[src/rtl/oem_sort_pkg.sv]
package oem_sort_pkg;

    localparam int LANES  = 8;
    localparam int LEVELS = 6;

    // Partner lane of lane l at level s in the odd/even merge web, or -1
    // when the lane passes the level on a wire.
    function automatic int partner_of(input int s, input int l);
        int p;
        p = -1;
        case (s)
            0: p = l ^ 1;
            1: p = l ^ 2;
            2: begin
                if (l == 1) p = 2;
                if (l == 2) p = 1;
                if (l == 5) p = 6;
                if (l == 6) p = 5;
            end
            3: p = l ^ 4;
            4: begin
                if (l == 2) p = 4;
                if (l == 4) p = 2;
                if (l == 3) p = 5;
                if (l == 5) p = 3;
            end
            5: begin
                if (l == 1) p = 2;
                if (l == 2) p = 1;
                if (l == 3) p = 4;
                if (l == 4) p = 3;
                if (l == 5) p = 6;
                if (l == 6) p = 5;
            end
            default: p = -1;
        endcase
        return p;
    endfunction

endpackage

[src/rtl/cex_cell.sv]
module cex_cell #(
    parameter int WIDTH = 32
) (
    input  logic [WIDTH-1:0] a,
    input  logic [WIDTH-1:0] b,
    output logic [WIDTH-1:0] lo,
    output logic [WIDTH-1:0] hi
);
    logic swap;

    always_comb begin
        swap = (a > b);
        lo   = swap ? b : a;
        hi   = swap ? a : b;
    end
endmodule

[src/rtl/oem_level.sv]
module oem_level
    import oem_sort_pkg::*;
#(
    parameter int WIDTH = 32,
    parameter int LEVEL = 0
) (
    input  logic [LANES*WIDTH-1:0] lvl_in,
    output logic [LANES*WIDTH-1:0] lvl_out
);
    for (genvar l = 0; l < LANES; l++) begin : g_lane
        localparam int P = partner_of(LEVEL, l);
        if (P < 0) begin : g_wire
            assign lvl_out[l*WIDTH +: WIDTH] = lvl_in[l*WIDTH +: WIDTH];
        end else if (l < P) begin : g_cell
            cex_cell #(.WIDTH(WIDTH)) u_cex (
                .a  (lvl_in[l*WIDTH +: WIDTH]),
                .b  (lvl_in[P*WIDTH +: WIDTH]),
                .lo (lvl_out[l*WIDTH +: WIDTH]),
                .hi (lvl_out[P*WIDTH +: WIDTH])
            );
        end
    end
endmodule

[src/rtl/oem_sort8.sv]
module oem_sort8
    import oem_sort_pkg::*;
#(
    parameter int WIDTH     = 32,
    parameter bit OUT_STAGE = 1'b1
) (
    input  logic                   clk,
    input  logic                   rst_n,
    input  logic [LANES*WIDTH-1:0] din,
    output logic [LANES*WIDTH-1:0] dout
);
    localparam int BUSW = LANES * WIDTH;

    logic [BUSW-1:0] web [LEVELS+1];

    assign web[0] = din;

    for (genvar s = 0; s < LEVELS; s++) begin : g_level
        oem_level #(.WIDTH(WIDTH), .LEVEL(s)) u_level (
            .lvl_in  (web[s]),
            .lvl_out (web[s+1])
        );
    end

    if (OUT_STAGE) begin : g_reg
        logic [BUSW-1:0] dout_q;
        always_ff @(posedge clk or negedge rst_n) begin
            if (!rst_n) dout_q <= '0;
            else        dout_q <= web[LEVELS];
        end
        assign dout = dout_q;
    end else begin : g_comb
        assign dout = rst_n ? web[LEVELS] : '0;
    end
endmodule

[config.mk]
export PLATFORM = sky130hd
export DESIGN_NAME = oem_sort8
export DESIGN_NICKNAME = d
export VERILOG_FILES = /design/src/rtl/oem_sort_pkg.sv /design/src/rtl/cex_cell.sv /design/src/rtl/oem_level.sv /design/src/rtl/oem_sort8.sv
export SDC_FILE = /design/constraint.sdc
export NUM_CORES = 2
export LEC_CHECK = 0
export BUFFER_PORTS_ARGS = -buffer_cell sky130_fd_sc_hd__buf_2
export CAP_MARGIN = 20
export CORE_ASPECT_RATIO = 0.75
export CORE_MARGIN = 3
export CORE_UTILIZATION = 25
export CTS_CLUSTER_SIZE = 8
export DETAILED_ROUTE_END_ITERATION = 8
export HOLD_SLACK_MARGIN = 0.15
export SYNTH_ARGS = -nofsm -noshare
export SYNTH_HDL_FRONTEND = slang
export SYNTH_SLANG_ARGS = --single-unit
export TNS_END_PERCENT = 30
[constraint.sdc]
create_clock -name clk -period 0.8 [get_ports clk]
set_clock_uncertainty 0.15 [all_clocks]
set_input_delay 0.04 -clock clk [delete_from_list [all_inputs] [get_ports clk]]
set_output_delay 0.04 -clock clk [all_outputs]
set_load 0.01 [all_outputs]
==> flow_summary.ini <==
[final_layout]
syn2layout_area_growth_pct = 88.83
layout_commonest_cell = buf_4
final_util_pct = 47.95
area.sequential_um2 = 6406
drive_above_1_share_pct = 55.81
layout_common_cells = 2,273 x buf_4, 529 x mux2i_1, 500 x ha_1
nets = 8022
nFillCells = 13370
multi_input_area_um2 = 32440
largest_reg_flops = 256
design_area_um2 = 67890

[worst_hold_path]
holdPathEnd = dout[247]
hold_start = din[55]
whs_path_depth = 6
hp-class = in2reg

[die]
fp-row-count = 119
die_area_um2 = 148500
start_util_pct = 25.39
core-area_um2 = 141600
fp.dieW_um = 443.9
io_pins = 514
chipHeight_um = 334.4

[worst_setup_path]
start_kind = input pin
path_delay_family = compound AO/OA/AOI/OAI gates
path_class = in2reg
cp.required_ps = 1170
cp.arrival_ps = 14810
critical_path.endpoint_type = flip-flop
critPathBufInv = 26
slowest_stage = nor4_2
crit_fanout = 9
crit_path_max_incr_delay_ps = 400
crit_top_cell = buf_4

[drt]
dr.first_iter.drc_count = 4340
drt-pass1-iter-count = 5
avgViaCountPerCell = 5.161
totalWireLength_um = 231300
drc = 0
vias = 46700
wl_per_cell_um = 25.56
ant_nets = 0

[sta]
setup_violations = 768
rsz0062_at_grt = yes
fmax_mhz = 69.26
timing.slew.headroom_pct = 39.27
drv_slew = 0
worst_pin_slew_ps = 907.9
period_share_pct = 1805
min_period_ps = 14440
timing.final.ws_setup_ps = -13640
final-hold-violation-count = 0
whs_ps = 225.4

[cts]
clockBufferDepth = 3
cts_tree = yes
clk_pin_slew_ps = 50
cts.htree.levels = 2
cts_sinks = 256
cts_buffers = 38
root_buffer = clkbuf_16

[logic_synthesis]
avgSynthCellArea_um2 = 8.317
synth_nets = 5176
synth-edff-count = 0
synthArstFlopShare_pct = 100.0
synth_ff_type = dfrtp_1
synth_cell_types = 83
ys_ff_latch = 256
ys_seq_area_share_pct = 17.82
synth.yosys.warnings = 0
synthCells = 4323
syn-cell-area_um2 = 35960

[status]
failed_checks = negative setup slack
status = finished, violations left

[placed_design]
place.gp.congestion = 1.109
dp_hpwl_um = 193900
placed_cell_area_um2 = 57710
port-buffer-count = 513
dp_slack_ps = -15960

[global_route]
grt_util_all_layers_pct = 29.16
grt_pass1_vias = 45820
overflow = 0
grt_antenna_before_repair = 14
grt_max_degree = 43
grt_pass1_wl_um = 317300

[run]
cap_violations = 0
## worst max path at each step
stage / from / end / slack, ps / depth (start not counted)
after floorplan: din[121] / dout[183] / -12770 / 96
after global placement: din[185] / dout[117] / -16160 / 79
after CTS: din[174] / dout[113] / -13050 / 99
after detailed placement: din[185] / dout[113] / -15960 / 83
after global routing: din[45] / dout[117] / -14130 / 97
final: din[169] / dout[120] / -13640 / 80
## repair_timing
action / 4_1_cts / 5_1_grt
cloned: 22 / 26
buffers inserted: 190 / 103
gates resized for setup: 711 / 479
hold endpoints to repair: 256 / 0
pin swaps: 144 / 179
hold buffers: 1 / 0
endpoints found under the setup margin: 512 / 768
## cells by family after synthesis
group                      Yosys count  share of synthesized area [%]
AOI/OAI and AO/OA                 1100                          18.85
muxes                              822                          23.52
and+or+nand+nor                    800                          10.90
buffers and inverters              740                          7.948
adders and majority gates          599                          20.82
DFF                                256                          17.82
xor gates and xnor gates             6                         0.1462
## cells in the mapped netlist (all sizes together), types with 4 or more instances
master,number,area share [%]
o21a,24,0.50
nor2,268,2.8
o221a,4,0.13
o22ai,7,0.12
o211a,4,0.11
a21o,96,2.0
o31ai,10,0.22
xnor2,6,0.15
a221o,5,0.14
and2,5,0.087
nand4,120,2.1
a21boi,8,0.17
nor2b,51,0.89
nand2,136,1.4
or4,4,0.094
mux2i,694,19
a31oi,10,0.17
and4,6,0.15
nand2b,43,0.75
a221oi,34,0.83
dfrtp,256,18
o211ai,41,0.87
a21oi,433,6.0
buf,79,1.0
nor3,62,0.88
mux2,128,4.0
nand3,60,0.84
a22oi,64,1.3
maj3,4,0.11
or3,6,0.10
a211oi,72,1.5
and3,11,0.19
o31a,4,0.097
o21ai,227,3.2
a32oi,5,0.12
o221ai,21,0.51
inv,549,5.7
clkbuf,112,1.2
nor4,20,0.41
ha,595,21
## stage by stage
stage,instances,setup TNS [ps]
2_1_floorplan,4323,-2909820
3_3_place_gp,8682,-3548280
3_5_place_dp,8683,-3526290
4_1_cts,8932,-3132680
5_1_grt,9048,-3377580
6_report,9049,-3242150
## metal layers
layer | vias to the layer above | global-route usage (%) | share of wire, %
met5 | - | 0 | 0.010
met4 | 4 | 8.894 | 3.8
met3 | 358 | 6.775 | 9.5
met2 | 1961 | 44.92 | 43
met1 | 22870 | 40.30 | 44
li1 | 21510 | - | -
## area by class of cell
class / count / share of cell area, %
flip-flops and latches: 256 / 9.436
diodes: 1 / 0.003686
clock buffers: 42 / 1.437
multi-input cells: 3332 / 47.77
well taps: 1875 / 3.455
repair buffers: 2992 / 34.76
clock inverters: 2 / 0.03133
inverters: 549 / 3.105
## worst min-delay path, delay by kind of cell
kind	cells	cell delay, ps
mux	3	510
buf+inv	3	370
Power is left out: the tool's default activity adds up to more than one toggle a clock period on the data nets, which glitch-free logic cannot reach.
